### config.mk
export PLATFORM = sky130hd
export DESIGN_NAME = hbg_gate_seq
export DESIGN_NICKNAME = d
export VERILOG_FILES = /design/src/rtl/hbg_pkg.sv /design/src/rtl/hbg_pwm_decode.sv /design/src/rtl/hbg_interval_cnt.sv /design/src/rtl/hbg_seq_fsm.sv /design/src/rtl/hbg_gate_out.sv /design/src/rtl/hbg_gate_seq.sv
export SDC_FILE = /design/constraint.sdc
export NUM_CORES = 1
export LEC_CHECK = 0
export CAP_MARGIN = 20
export CORE_MARGIN = 2
export CORE_UTILIZATION = 51
export CTS_CLUSTER_DIAMETER = 120
export CTS_CLUSTER_SIZE = 8
export DETAILED_ROUTE_END_ITERATION = 7
export PLACE_DENSITY_LB_ADDON = 0.3
export SLEW_MARGIN = 20
export SYNTH_ARGS = -nofsm -noshare
export SYNTH_HDL_FRONTEND = slang
export SYNTH_SLANG_ARGS = --single-unit
### constraint.sdc
create_clock -name clk -period 2.35 [get_ports clk]
set_input_delay 0.3525 -clock clk [delete_from_list [all_inputs] [get_ports clk]]
set_output_delay 0.3525 -clock clk [all_outputs]
set_load 0.05 [all_outputs]
### src/rtl/hbg_pkg.sv
// Shared types for the half-bridge gate sequencer.
// Assumes: none; pure type definitions.
package hbg_pkg;

    // Decoded switching command.
    typedef enum logic [1:0] {
        CMD_LOW  = 2'd0,
        CMD_HIGH = 2'd1,
        CMD_TRI  = 2'd2
    } cmd_t;

    // Sequencer states; enables are a pure decode of these.
    typedef enum logic [2:0] {
        ST_HOLD     = 3'd0,  // supply not good, both off
        ST_CLAMP    = 3'd1,  // pre-start clamp, lower on
        ST_OFF      = 3'd2,  // tri-state or idle, both off
        ST_LOW_WAIT = 3'd3,  // upper off, awaiting feedback
        ST_LOW_ON   = 3'd4,  // lower on
        ST_DEAD     = 3'd5,  // lower off, non-overlap count
        ST_HIGH_ON  = 3'd6   // upper on
    } seq_state_t;

endpackage

### src/rtl/hbg_pwm_decode.sv
// Maps the 2-bit three-level command code to a decoded command.
// Assumes: code already resolved from the analog thresholds; 11 is unused
// and treated like the mid-level (tri-state) code.
module hbg_pwm_decode
    import hbg_pkg::*;
(
    input  logic [1:0] code,
    output cmd_t       cmd
);

    // Purpose: code to command, both upper codes fold onto tri-state.
    always_comb begin
        unique case (code)
            2'b00:   cmd = CMD_LOW;
            2'b01:   cmd = CMD_HIGH;
            default: cmd = CMD_TRI;
        endcase
    end

endmodule

### src/rtl/hbg_interval_cnt.sv
// Saturating cycle counter for the timed states.
// Assumes: clear wins over run; count holds at all-ones.
module hbg_interval_cnt #(
    parameter int CW = 4
) (
    input  logic          clk,
    input  logic          rst_n,
    input  logic          clear,
    input  logic          run,
    output logic [CW-1:0] count
);

    localparam logic [CW-1:0] CNT_MAX = {CW{1'b1}};

    // Purpose: count cycles spent in the current timed state.
    always_ff @(posedge clk) begin
        if (!rst_n || clear) begin
            count <= '0;
        end else if (run && count != CNT_MAX) begin
            count <= count + 1'b1;
        end
    end

endmodule

### src/rtl/hbg_seq_fsm.sv
// Break-before-make sequencer state machine with adaptive low-side wait,
// tri-state shutdown, power-up hold and pre-start clamp.
// Assumes: all inputs synchronous to clk; count comes from a counter that is
// cleared on every state change and runs in the timed states.
module hbg_seq_fsm
    import hbg_pkg::*;
#(
    parameter int DEAD_CYC   = 4,
    parameter int WAIT_LIMIT = 16,
    parameter int CW         = 5
) (
    input  logic          clk,
    input  logic          rst_n,
    input  cmd_t          cmd,
    input  logic          supply_ok,
    input  logic          ugate_low,
    input  logic          node_low,
    input  logic          node_high,
    input  logic [CW-1:0] count,
    output seq_state_t    state,
    output logic          cnt_clear,
    output logic          cnt_run,
    output logic          fault
);

    localparam logic [CW-1:0] DEAD_LAST = CW'(DEAD_CYC - 1);
    localparam logic [CW-1:0] WAIT_LAST = CW'(WAIT_LIMIT - 1);

    seq_state_t nxt;
    logic       timeout_evt;
    logic       fb_clear;

    assign fb_clear = ugate_low && node_low;

    // Purpose: next-state selection with supply loss taking priority.
    always_comb begin
        nxt         = state;
        timeout_evt = 1'b0;
        unique case (state)
            ST_HOLD: begin
                if (supply_ok)      nxt = ST_OFF;
                else if (node_high) nxt = ST_CLAMP;
            end
            ST_CLAMP: begin
                if (!node_high) nxt = ST_HOLD;
            end
            ST_OFF, ST_LOW_WAIT, ST_LOW_ON, ST_DEAD, ST_HIGH_ON: begin
                if (!supply_ok) begin
                    nxt = ST_HOLD;
                end else begin
                    unique case (cmd)
                        CMD_TRI: nxt = ST_OFF;
                        CMD_HIGH: begin
                            if (state == ST_DEAD) begin
                                if (count == DEAD_LAST) nxt = ST_HIGH_ON;
                            end else if (state != ST_HIGH_ON) begin
                                nxt = ST_DEAD;
                            end
                        end
                        default: begin
                            if (state == ST_LOW_WAIT) begin
                                if (fb_clear) begin
                                    nxt = ST_LOW_ON;
                                end else if (count == WAIT_LAST) begin
                                    nxt         = ST_LOW_ON;
                                    timeout_evt = 1'b1;
                                end
                            end else if (state != ST_LOW_ON) begin
                                nxt = ST_LOW_WAIT;
                            end
                        end
                    endcase
                end
            end
            default: nxt = ST_HOLD;
        endcase
    end

    // Purpose: state register, reset to the power-up hold state.
    always_ff @(posedge clk) begin
        if (!rst_n) state <= ST_HOLD;
        else        state <= nxt;
    end

    // Purpose: sticky timeout fault, cleared only by reset.
    always_ff @(posedge clk) begin
        if (!rst_n)           fault <= 1'b0;
        else if (timeout_evt) fault <= 1'b1;
    end

    assign cnt_clear = (nxt != state);
    assign cnt_run   = (state == ST_DEAD) || (state == ST_LOW_WAIT);

    // fault never clears outside reset.
    p_fault_sticky_r9: assert property (@(posedge clk) disable iff (!rst_n)
        fault |=> fault);

    // the clamp is never left while the node is still high.
    p_clamp_holds_r8: assert property (@(posedge clk) disable iff (!rst_n)
        (state == ST_CLAMP && node_high) |=> (state == ST_CLAMP));

    // supply good in hold always moves to the both-off state.
    p_hold_exit_r10: assert property (@(posedge clk) disable iff (!rst_n)
        (state == ST_HOLD && supply_ok) |=> (state == ST_OFF));

endmodule

### src/rtl/hbg_gate_out.sv
// Decodes the gate enables from the sequencer state.
// Assumes: each state maps to at most one enable.
module hbg_gate_out
    import hbg_pkg::*;
(
    input  seq_state_t state,
    output logic       upper_en,
    output logic       lower_en
);

    // Purpose: one-hot-at-most enable decode.
    always_comb begin
        upper_en = (state == ST_HIGH_ON);
        lower_en = (state == ST_LOW_ON) || (state == ST_CLAMP);
    end

endmodule

### src/rtl/hbg_gate_seq.sv
// Top of the half-bridge gate sequencer: decode, timing counter, state
// machine and enable decode, with port-level safety assertions.
// Assumes: inputs synchronous to clk; DEAD_CYC >= 1, WAIT_LIMIT >= 1.
module hbg_gate_seq
    import hbg_pkg::*;
#(
    parameter int DEAD_CYC   = 4,
    parameter int WAIT_LIMIT = 16
) (
    input  logic       clk,
    input  logic       rst_n,
    input  logic [1:0] pwm_code,
    input  logic       supply_ok,
    input  logic       ugate_low,
    input  logic       node_low,
    input  logic       node_high,
    output logic       upper_en,
    output logic       lower_en,
    output logic       wait_fault
);

    localparam int SPAN = (DEAD_CYC > WAIT_LIMIT) ? DEAD_CYC : WAIT_LIMIT;
    localparam int CW   = $clog2(SPAN + 1);
    localparam int LW   = $clog2(DEAD_CYC + 1);

    cmd_t          cmd;
    seq_state_t    state;
    logic          cnt_clear;
    logic          cnt_run;
    logic [CW-1:0] count;

    initial begin
        if (DEAD_CYC < 1 || WAIT_LIMIT < 1)
            $error("hbg_gate_seq: DEAD_CYC and WAIT_LIMIT must be >= 1");
    end

    hbg_pwm_decode u_dec (
        .code (pwm_code),
        .cmd  (cmd)
    );

    hbg_interval_cnt #(.CW(CW)) u_cnt (
        .clk   (clk),
        .rst_n (rst_n),
        .clear (cnt_clear),
        .run   (cnt_run),
        .count (count)
    );

    hbg_seq_fsm #(
        .DEAD_CYC   (DEAD_CYC),
        .WAIT_LIMIT (WAIT_LIMIT),
        .CW         (CW)
    ) u_fsm (
        .clk       (clk),
        .rst_n     (rst_n),
        .cmd       (cmd),
        .supply_ok (supply_ok),
        .ugate_low (ugate_low),
        .node_low  (node_low),
        .node_high (node_high),
        .count     (count),
        .state     (state),
        .cnt_clear (cnt_clear),
        .cnt_run   (cnt_run),
        .fault     (wait_fault)
    );

    hbg_gate_out u_out (
        .state    (state),
        .upper_en (upper_en),
        .lower_en (lower_en)
    );

    // Checker state: cycles since the lower enable was last high.
    logic [LW-1:0] low_run;
    localparam logic [LW-1:0] LOW_SAT = {LW{1'b1}};

    // Purpose: saturating count of cycles with lower_en low.
    always_ff @(posedge clk) begin
        if (!rst_n || lower_en)   low_run <= '0;
        else if (low_run != LOW_SAT) low_run <= low_run + 1'b1;
    end

    // never both enables.
    p_no_overlap_r3: assert property (@(posedge clk) disable iff (!rst_n)
        !(upper_en && lower_en));

    // upper only after the full non-overlap interval.
    p_dead_time_r4: assert property (@(posedge clk) disable iff (!rst_n)
        $rose(upper_en) |-> (low_run >= LW'(DEAD_CYC)));

    // lower never turns on straight out of an upper-on cycle.
    p_upper_first_r5: assert property (@(posedge clk) disable iff (!rst_n)
        $rose(lower_en) |-> $past(!upper_en));

    // supply loss blocks the upper switch at the next edge.
    p_supply_block_r2: assert property (@(posedge clk) disable iff (!rst_n)
        !supply_ok |=> !upper_en);

    // tri-state with supply good blocks the upper switch.
    p_tri_off_r6: assert property (@(posedge clk) disable iff (!rst_n)
        (supply_ok && pwm_code[1]) |=> !upper_en);

    // a fault appears together with the forced lower turn-on.
    p_fault_with_lower_r9: assert property (@(posedge clk) disable iff (!rst_n)
        $rose(wait_fault) |-> $rose(lower_en));

endmodule

==> flow_results.org, run 1 <==
** Status
- Status :: finished clean

** Layout
- Register area :: around 180 sq um
- 0 antenna diodes ended up in the layout.
- Growth of design area from synthesis to finish :: 14.49%
- Post-layout net count :: ~110
- Counting the fill cells in the layout gives about 120.
- Multi-input logic area :: about 550 sq um
- Cells with a size suffix above 1 make up approximately a fifth of the layout.

** Clock tree
- Buffer type at the clock tree root :: clkbuf_4
- The clock passes through at most 2 buffers.
- The number of hold buffers added after CTS was 0.
- The tree built by TritonCTS fans out to 9 sinks.
- After clock tree synthesis, the setup repair step added 0 buffers.
- Clock-pin slew was measured on the worst setup and hold paths at 60 ps.
- The number of clock buffers added by TritonCTS is 3.
- TritonCTS built the clock tree.
- CTS H-Tree Depth :: 1
- At the later pin of the worst-skew pair, clock insertion delay measures approximately 250 ps.
- Gates resized during post-CTS repair numbered 0.

** Run
- Maximum capacitance violations :: 0

** Detailed routing
- In the final routing, the length of wire on met1 measures around 840 um.
- Highest routed metal layer :: met4
- In the detailed route, the total length drawn on met3 is approximately 86 um.
- Final routed DRC violation total :: 0
- Wire length reported by the detailed router :: around 1.7 mm
- Average routed wire per standard cell :: 15.08 um
- Detailed routing placed a total of 792 um of wire on met2.
- The routed layout has between 600 and 700 vias.
- Average vias per placed instance :: roughly 6.0
- The first detailed-routing pass took 5 iterations.
- The detailed router finished its first iteration with 19 violations.
- Number of nets with antenna violations after detailed routing :: 0

** Synthesis
- Syn_nets :: 99
- Synthesized cell area :: 803.3 sq um
- Share of synthesized area occupied by flip-flops and latches :: ~22%
- Primary flip-flop cell chosen by synthesis mapping :: dfxtp_1
- Count of flip-flops with a built-in enable after synthesis :: 0
- Synth warnings :: 0
- Unique cell type count in the Yosys netlist :: 47
- Number of instances in the synthesized netlist :: just under 90
- Async SR Flop Fraction :: 0%
- In this run, synthesis produced a sequential element count of 9.
- Averaged over all synthesized cells, the footprint is 9.128 sq um.

** Pwr
- Per report_power, the clock group accounts for a little over 30% of the total.
- Net switching is around 29% of the power.
- Of the total power, combinational logic draws 26.2%.
- The internal power of the cells totals between 0.2 and 0.3 mW.
- Dividing total power by cell area gives a power density of 410.0 nW/um^2.
- Across the VDD grid, the largest voltage drop is about 0.32 mV.
- Power share of the sequential group :: approximately 43%
- Static Leak :: 0.3338 nW
- P_sw :: around 0.11 mW

** Critical path
- The setup check on the worst reg-to-reg path leaves a slack of between 200 and 300 ps.
- Walking the worst path, the cells encountered are xnor2_1, nor2_1, clkdlybuf4s50_1.
- At the worst endpoint, the required time is roughly 2000 ps.
- Crit Path Class :: register to output pin
- The worst setup path is captured at an output pin.
- Cell type of the slowest stage on the worst timing path :: clkdlybuf4s50_1
- Data on the critical path arrives at its endpoint at about 1800 ps.
- Max Fanout on Critical Path :: 10
- CP Launch Type :: register
- The largest single stage delay on the critical path is about 810 ps.

** GRT
- Summed over all layers, the global routing overflow is 0.
- The number of global-route vias before repair came to roughly 670.
- Entering global routing, the biggest net connects 12 pins.
- Number of antenna violations at the first check in global routing :: 0
- The first global-routing pass estimated between 2 and 3 mm of wire.
- GRT Util Overall :: between 20 and 25%

** Placement
- OpenSTA, run right after detailed placement, puts the worst setup slack at 159.4 ps.
- Count of input and output buffers :: 10
- The congestion estimate from routability-driven global placement came to around 0.83.
- Once detailed placement completed, the half-perimeter wirelength came to 1.290 mm.

** Floorplan
- For this design the top-level I/O count stands at 11.
- The floorplan step set the die width to 43.69 um.
- For this configuration, the core starts out at a cell density of 53.95%.
- Placement Rows :: 14
- Area of the die :: between 1500 and 2000 sq um
- From bottom edge to top edge, the die measures 43.69 um.
- The total area inside the core boundary comes to around 1500 sq um.

** Worst hold path
- The tightest min-delay check is of the register to register type.

** Timing
- Adding up every negative setup slack in the final design gives 0 ps.
- Slew at the pin with the worst max-slew slack :: roughly 610 ps
- The final-report hold violation count is 0.
- The clock arrives with about 0.73 ps of skew.
- Final worst setup slack :: around 210 ps
- Setup repair after global routing missed its margin :: false
- Static timing analysis puts the maximum clock frequency at 467.9 MHz.
- Of the available clock period, the critical path in the final layout requires between 90% and 100%.
- Headroom to the max-slew limit came out at between 50 and 60%.
- Subtracting the final worst setup slack from the clock period gives roughly 2100 ps.
- Final setup violation count :: 0
- The total count of max-transition violations in the final report was 0.
cells in the mapped netlist, types with 2 or more instances:
cell type,instances,area share (%)
a21boi_1,2,1.9
a21oi_1,5,3.1
buf_4,4,3.7
buf_6,2,2.8
dfxtp_1,9,22
ha_1,3,4.7
inv_1,4,1.9
nand2_1,2,0.93
nand2b_1,3,2.3
nand3b_1,2,1.9
nand4b_1,2,2.2
nor2_1,9,4.2
nor2b_1,2,1.6
nor3_1,2,1.2
o21ai_0,2,1.2
xnor2_1,3,3.3
xor2_1,2,2.2
per-stage QoR:
stage / util (%) / hold slack [ps] / total power [mW] / instances / instance area, sq um
global placement: 60.00 / 486.8 / 0.2622 / 111 / 893.4
CTS: 61.76 / 557.5 / 0.3828 / 115 / 919.6
detailed placement: 60.00 / 486.3 / 0.2638 / 111 / 893.4
floorplan: - / 470.0 / 0.2407 / 88 / 803.3
finish: 61.76 / 545.3 / 0.3770 / 115 / 919.6
global route: 61.76 / 578.4 / 0.3991 / 115 / 919.6
logic make-up after synthesis:
group	Yosys count	synth area share, %
buffers and inverters	11	9.033
multiplexers	1	1.246
adder cells (fa/ha/maj)	3	4.673
XOR/XNOR	5	5.453
flip-flops	9	22.43
AND/OR/NAND/NOR	34	29.29
AO/OA/AOI/OAI	25	27.88
power groups by stage:
stage | logic [mW] | clock network (mW) | registers, mW
after global placement | 0.0959 | 0 | 0.166
after floorplan | 0.0800 | 0 | 0.161
final | 0.0988 | 0.115 | 0.163
after CTS | 0.0978 | 0.122 | 0.163
after detailed placement | 0.0976 | 0 | 0.166
after global routing | 0.107 | 0.128 | 0.164
critical path, delay by kind of cell (launching register included):
kind | cells | cell delay [ps]
buffers and inverters | 1 | 810
DFF | 1 | 510
xor gates and xnor gates | 1 | 120
and+or+nand+nor | 1 | 90
routing by layer:
layer  vias up  GRT usage (%)
li1        349              -
met1       315          27.13
met2        24          30.88
met3         2          2.917
met4         0          15.15
met5         -              0
layout make-up:
class,instances,share of cell area (%)
inverters,4,1.633
multi-input cells,68,59.86
well taps,16,2.177
flip-flops and latches,9,19.59
clock buffers,4,2.857
repair buffers,14,13.88
placed cells by master, fill, tap and decap left out, types with 2 or more instances in the layout:
cell type / n
a21boi_1: 2
a21oi_1: 5
buf_4: 5
clkbuf_4: 3
clkdlybuf4s50_1: 9
dfxtp_1: 9
ha_1: 3
inv_1: 4
nand2_1: 2
nand2b_1: 3
nand3b_1: 2
nand4b_1: 2
nor2_1: 9
nor2b_1: 2
nor3_1: 2
o21ai_0: 2
xnor2_1: 3
xor2_1: 2
flip-flops by register name, indices dropped and copies added (netlist names):
name and count:
u_fsm.fault 1, u_fsm.state 3, u_cnt.count 5
worst paths after layout:
path                          startpoint                           to  cells after the start
max            u_fsm.state[2]$_SDFF_PN0_                     lower_en                      3
min reg2reg     u_fsm.fault$_SDFFE_PN0P_     u_fsm.fault$_SDFFE_PN0P_                      2
min             u_fsm.fault$_SDFFE_PN0P_     u_fsm.fault$_SDFFE_PN0P_                      2
max reg2reg  u_cnt.count[0]$_SDFFE_PP0P_  u_cnt.count[4]$_SDFFE_PP0P_                      8
(Power assumes the default switching activity.)
==> run 2: changes to the inputs <==
- MAX_ROUTING_LAYER: default -> met4
==> flow_results.org, run 2 (synthesized netlist as in run 1, its figures left out) <==
** Layout
- Post-layout net count :: approximately 110
- Number of antenna diodes :: 0
- Max reg flops :: 5
- Fill cells :: roughly 120
- Fraction of layout cells with a size suffix above 1 :: between 10% and 20%
- Growth of design area from synthesis to finish :: 14.49%
- Post-route cell area :: roughly 920 sq um
- In the final layout, the registers with the most flip-flops are u_cnt.count x5, u_fsm.state x3, u_fsm.fault x1.
- Top library cells by usage in the layout, fill and taps aside :: nor2_1 (9), clkdlybuf4s50_1 (9), dfxtp_1 (9)
- Fraction of the core area covered by cells at the end of the flow :: between 60% and 70%
- Largest reg by FF count :: u_cnt.count

** Status
- The flow ran to the end, and the final reports show no timing, DRC or antenna violations.

** Timing
- Of the available clock period, the critical path in the final layout requires about nine tenths.
- Setup violations remaining at the end of the flow were counted as 0.
- Shortest period the worst path allows :: 2137 ps
- Setup repair after global routing missed its margin :: false
- The total count of max-transition violations in the final report is 0.
- Fin Setup TNS :: 0 ps
- The final-report hold violation count was 0.
- Slew at the pin with the worst max-slew slack :: ~600 ps
- Between clock sinks in the finished design, the worst skew comes to 0.1963 ps.
- Maximum clock frequency :: approximately 470 MHz
- Hold timing on the final database bottoms out at a slack of 542.9 ps.
- Worst slew margin relative to its limit :: 58.68%

** Critical path
- Max Fanout on Critical Path :: 10
- By startpoint and endpoint, the worst setup path is classified as register to output pin.
- In this design, the largest share of critical-path delay is due to buffers and inverters.
- The worst setup path is captured at an output pin.
- Max stage delay on crit path :: approximately 810 ps
- For this design, the slowest cell found on the critical path is clkdlybuf4s50_1.
- Cells traversed along the worst timing path :: xnor2_1, nor2_1, clkdlybuf4s50_1
- Counting both buffers and inverters, the worst setup path holds a total of 1.
- Data on the critical path arrives at its endpoint at around 1800 ps.
- The worst setup path is launched from a register.
- Required time reported for the critical path endpoint :: about 2000 ps

** GRT
- Via count of the first global-routing pass :: around 680
- Number of antenna violations at the first check in global routing :: 0
- GRT Util Overall :: between 20% and 30%
- Total congestion overflow :: 0
- First-pass GRT wire length :: 2.946 mm
- Maximum number of pins on one net before global-route repair :: 12

** Clock tree
- The clock drives 9 sinks.
- TritonCTS built the clock tree.
- Buffer type at the clock tree root :: clkbuf_4
- After clock tree synthesis, the clock-pin slew on the worst setup and hold paths is roughly 60 ps.
- CTS built an H-tree with a depth of 1.
- PostCTS Resize Cnt :: 0
- At the later pin of the worst-skew pair, clock insertion delay measures around 250 ps.
- For this design, the CTS-stage hold fixing added 0 buffers.
- The number of setup buffers added after CTS is 0.
- The clock passes through at most 2 buffers.
- CTS Buf Count :: 3

** Pwr
- Static Leak :: 0.3338 nW
- Dividing total power by cell area gives a power density of slightly above 400 nW/um^2.
- Post-route total power :: 0.3775 mW
- Worst vdd ir :: 0.3202 mV

** Detailed routing
- In this run, the number of DRC markers left after iteration 0 of detailed routing was 19.
- Wire length reported by the detailed router :: between 1.5 and 2 mm
- In the routed design, unresolved DRC markers number 0.
- After detailed routing, the number of vias per cell comes to 6.017.
- Length of the first detailed-routing pass in iterations :: 4
- Number of nets with antenna violations after detailed routing :: 0
- Vias after detailed routing :: a little under 700
- Average routed wire per standard cell :: between 15 and 20 um

** Placement
- Count of input and output buffers :: 10
- Cell area after placement :: roughly 890 sq um
- Weighted congestion reported at the end of routability-driven placement :: ~0.84
- Detailed-placement wirelength estimate :: approximately 1.3 mm

** Floorplan
- Area of the die :: approximately 1900 sq um
- Boundary pin count :: 11
- The initial utilization of the core area, before any placement, comes to a little over half.
- In this run the horizontal extent of the chip is between 40 and 50 um.
- From bottom edge to top edge, the die measures 43.69 um.
- Placement Rows :: 14
- After floorplanning, the core was sized to cover 1489 sq um.

** Worst hold path
- Hold crit path type :: register to register

** Run
- Maximum capacitance violations :: 0
[run 2: cell counts in the layout (fill, tap and decap cells not counted)]
No cell type changed its count.
[run 2: power breakdown]
group          internal (mW)  switching [mW]  total [mW]
Sequential             0.156         0.00751       0.163
Combinational         0.0451          0.0536      0.0986
Clock                 0.0652          0.0504       0.116
Total                  0.266           0.112       0.377
[run 2: worst paths after layout]
check                                   start                           to  slack, ps  depth (start not counted)
setup reg to reg  u_cnt.count[0]$_SDFFE_PP0P_  u_cnt.count[4]$_SDFFE_PP0P_        290                          8
hold reg to reg      u_fsm.fault$_SDFFE_PN0P_     u_fsm.fault$_SDFFE_PN0P_        540                          2
hold / removal       u_fsm.fault$_SDFFE_PN0P_     u_fsm.fault$_SDFFE_PN0P_        540                          2
setup / recovery    u_fsm.state[2]$_SDFF_PN0_                     lower_en        210                          3
[run 2: layout make-up]
cell class              count  area [sq um]  share of cell area, %
clock buffers               4         26.28                  2.857
well taps                  16         20.02                  2.177
inverters                   4         15.01                  1.633
repair buffers             14         127.6                  13.88
multi-input cells          68         550.5                  59.86
flip-flops and latches      9         180.2                  19.59
[run 2: through the flow]
stage	std cells	setup slack, ps
after floorplan	88	493.3
after global placement	111	218.5
after detailed placement	111	159.4
after CTS	115	208.7
after global routing	115	94.47
final	115	213.4
[run 2: layer usage]
| metal | track usage (%) | share of wire, % |
|---|---|---|
| met4 | 15.15 | 0.87 |
| met2 | 30.88 | 46 |
| met3 | 2.917 | 4.7 |
| met1 | 27.39 | 48 |
| met5 | - | 0 |
[run 2: worst min-delay path: stages (launching register included)]
cell and delay [ps]:
dfxtp_1 330, a41oi_1 50, nor2b_1 120
==> run 3: changes to the inputs <==
- CORE_UTILIZATION: 51 -> 48
- PLACE_DENSITY: default -> 0.76
- PLACE_DENSITY_LB_ADDON: 0.3 -> default
- clock period: 2.35 -> 1.7 ns (I/O delays scaled with it)
==> flow_results.org, run 3 (synthesized netlist as in run 1, its figures left out) <==
** Status
- Status :: finished with violations
- Violated checks :: negative setup slack

** Layout
- The library cell used most frequently in the layout, excluding fill and tap cells, is buf_4.
- The repair_antennas step left the layout with diodes totalling 0.
- Fraction of the core area covered by cells at the end of the flow :: 73.46%
- The net count of the finished layout is approximately 130.
- Fill cells :: about 120
- In the final layout, the multi-input gates occupy between 600 and 700 sq um.
- Leaving out fill and tap cells, the most frequent cells in the layout are buf_4 (20), nor2_1 (9), clkdlybuf4s50_1 (7), dfxtp_1 (7).
- Growth of design area from synthesis to finish :: 40.97%
- Register area :: ~180 sq um
- Post-route cell area :: between 1000 and 1500 sq um
- Fraction of layout cells with a size suffix above 1 :: 38.26%
- Largest registers :: u_cnt.count x5, u_fsm.state x3, u_fsm.fault x1
- For this run, the number of standard cells in the final layout without fillers is about 130.
- The register with the most flip-flops in the layout has 5 of them.
- Largest reg by FF count :: u_cnt.count

** Pwr
- Static Leak :: 0.4297 nW
- Share of power burned in combinational logic :: between 30% and 40%
- The analysis attributes to net switching a power of 0.1659 mW.
- Post-route total power :: 0.5616 mW
- Ratio of total power to cell area :: around 500 nW/um^2
- Power share of the sequential group :: 39.6%
- The internal power of the cells totals between 0.3 and 0.4 mW.
- Sw Ratio :: between 20% and 30%
- Worst vdd ir :: about 0.46 mV
- Fraction of power consumed by the clock network :: about 29%

** Critical path
- Cells traversed along the worst timing path :: ha_4, and3_4, ha_4, a21oi_4, o2bb2ai_4, o21ai_0, nand4_4, a211oi_2
- Delay-heaviest family, CP :: compound AO/OA/AOI/OAI gates
- Worst path bufs/invs :: 0
- Required time reported for the critical path endpoint :: 1890 ps
- STA classifies the critical path endpoint as a register.
- The worst register-to-register path ends at u_cnt.count[4]$_SDFFE_PP0P_.
- For the worst setup path, the data arrival time is around 2000 ps.
- The most critical setup path has its endpoint at u_cnt.count[4]$_SDFFE_PP0P_.
- CP Launch Type :: register
- CP dominant cell by count :: ha_4
- The slowest stage of the critical path belongs to the cell dfxtp_2.
- Worst-case reg-to-reg path depth :: 8
- Across all register-to-register paths, the minimum setup slack is -60 ps.
- In this run the number of cells on the critical path is 8.
- Worst R2R Start :: u_cnt.count[1]$_SDFFE_PP0P_
- Max Fanout on Critical Path :: 5
- Crit path from :: u_cnt.count[1]$_SDFFE_PP0P_
- Max stage delay on crit path :: roughly 330 ps
- Crit Path Class :: register to register

** Detailed routing
- After detailed routing, the average wire length per cell comes to ~14 um.
- For this block, the routed nets add up to roughly 1.9 mm of wire.
- For this block, the initial DRC count from the detailed router was 10.
- Final routed DRC violation total :: 0
- Number of nets with antenna violations after detailed routing :: 0
- For this block, the via count after detailed routing is between 700 and 800.
- Length of the first detailed-routing pass in iterations :: 4
- Average vias per placed instance :: ~5.8

** Floorplan
- Placement Rows :: 14
- The die covers about 2000 sq um.
- The floorplan step defined a core boundary enclosing around 1500 sq um.
- For this configuration, the core starts out at a cell density of between 50% and 60%.
- In this run the vertical extent of the chip is between 40 and 50 um.
- DIE WIDTH :: around 45 um
- 11 I/O pins were placed.

** GRT
- Across every metal layer, demand over resource in global routing totals between 20% and 30%.
- Entering global routing, the biggest net connects 16 pins.
- First-pass GRT wire length :: approximately 3.1 mm
- Number of antenna violations at the first check in global routing :: 0
- The number of global-route vias before repair is approximately 730.
- For this run the aggregate overflow at the end of global routing stands at 0.

** Run
- Maximum capacitance violations :: 0

** Timing
- The worst pin sits at a relative slew slack of between 60% and 70%.
- Maximum clock frequency :: roughly 570 MHz
- The total count of max-transition violations in the final report was 0.
- The final-report hold violation count came to 0.
- Across all setup checks in the final design, the least slack found is -60.94 ps.
- Slew at the pin with the worst max-slew slack :: 482.1 ps
- In the finished design, the share of the clock period the worst path needs comes to 103.6%.
- Setup repair after global routing could not meet its margin everywhere.
- Counting I/O delays and the setup requirement, the final critical path takes 1761 ps.
- Setup violations remaining at the end of the flow were counted as 5.
- After routing, the total negative slack on setup checks comes to -179.9 ps.
- On the final layout, the worst clock skew is between 10 and 15 ps.

** Clock tree
- After clock tree synthesis, the setup repair step added 0 buffers.
- Hold buffers post-CTS :: 0
- Clock sink count :: 9
- CTS Buf Count :: 3
- Clock tree from TritonCTS :: built
- In this run the clock root is driven by a clkbuf_4.
- Max Root-Sink Buffers :: 2
- After clock tree synthesis, the clock-pin slew on the worst setup and hold paths is 60 ps.
- Source-to-sink clock delay at the later pin of the worst-skew pair :: between 200 and 300 ps
- In this run the number of H-tree levels came out at 1.

** Placement
- The congestion estimate from routability-driven global placement came to approximately 0.84.
- Inst Count DP :: roughly 130
- Input and output buffers added on the ports amount to 10.
- Detailed-placement wirelength estimate :: ~1.5 mm
- The placed instances occupy a cell area of between 1000 and 1500 sq um.

** Worst hold path
- The min-delay analysis places its worst path in the category register to register.
- Hold wc startpoint :: u_fsm.fault$_SDFFE_PN0P_
[run 3: cell count changes in the layout (fill, tap and decap cells not counted), moves of 2 or more]
cell	delta
buf_12	+3
buf_4	+15
clkdlybuf4s50_1	-2
dfxtp_1	-2
dfxtp_2	+2
ha_1	-2
ha_4	+2
[run 3: worst min-delay path by stage]
stage	depth (start not counted)	end	slack, ps
2_1_floorplan	1	u_fsm.state[1]$_SDFF_PN0_	370
3_3_place_gp	2	u_fsm.fault$_SDFFE_PN0P_	480
3_5_place_dp	2	u_fsm.fault$_SDFFE_PN0P_	500
4_1_cts	2	u_fsm.fault$_SDFFE_PN0P_	520
5_1_grt	2	u_fsm.fault$_SDFFE_PN0P_	530
6_report	2	u_fsm.fault$_SDFFE_PN0P_	510
[run 3: worst reg2reg max path, cell delays in order (launching register included)]
cell and delay [ps]:
dfxtp_2 330, ha_4 150, and3_4 180, ha_4 170, a21oi_4 130, o2bb2ai_4 90
o21ai_0 310, nand4_4 170, a211oi_2 170
[run 3: per-stage QoR]
step           setup slack (ps)  hold WS (ps)
2_1_floorplan             9.415         372.5
3_3_place_gp             -182.1         477.9
3_5_place_dp             -261.9         502.9
4_1_cts                  -57.82         517.3
5_1_grt                  -129.2         529.4
6_report                 -60.94         507.8
[run 3: repair_timing]
| action | in CTS | in global routing |
|---|---|---|
| endpoints found under the setup margin | 5 | 7 |
| cloned | 0 | 0 |
| pin swaps | 1 | 2 |
| gates resized for setup | 1 | 2 |
| endpoints found under the hold margin | 0 | 0 |
[run 3: area by class of cell]
cell class / instances / area share [%]
Timing Repair Buffer: 30 / 24.75
Clock buffer: 4 / 2.320
Sequential cell: 9 / 16.13
Inverter: 4 / 1.326
Tap cell: 16 / 1.768
Multi-Input combinational cell: 68 / 53.70
[run 3: routing by layer]
layer  global-route usage (%)  vias to the layer above  wire length, um
li1                         -                      383                -
met1                    28.33                      365              916
met2                    35.07                       10              886
met3                    7.200                        0               69
met4                    5.294                        0                0
met5                        -                        -                0
[run 3: power by group through the flow]
stage / sequential (mW) / combinational (mW) / clock [mW]
after detailed placement: 0.227 / 0.171 / 0
final: 0.222 / 0.176 / 0.163
after CTS: 0.222 / 0.173 / 0.165
after floorplan: 0.222 / 0.111 / 0
after global routing: 0.223 / 0.190 / 0.179
after global placement: 0.226 / 0.168 / 0
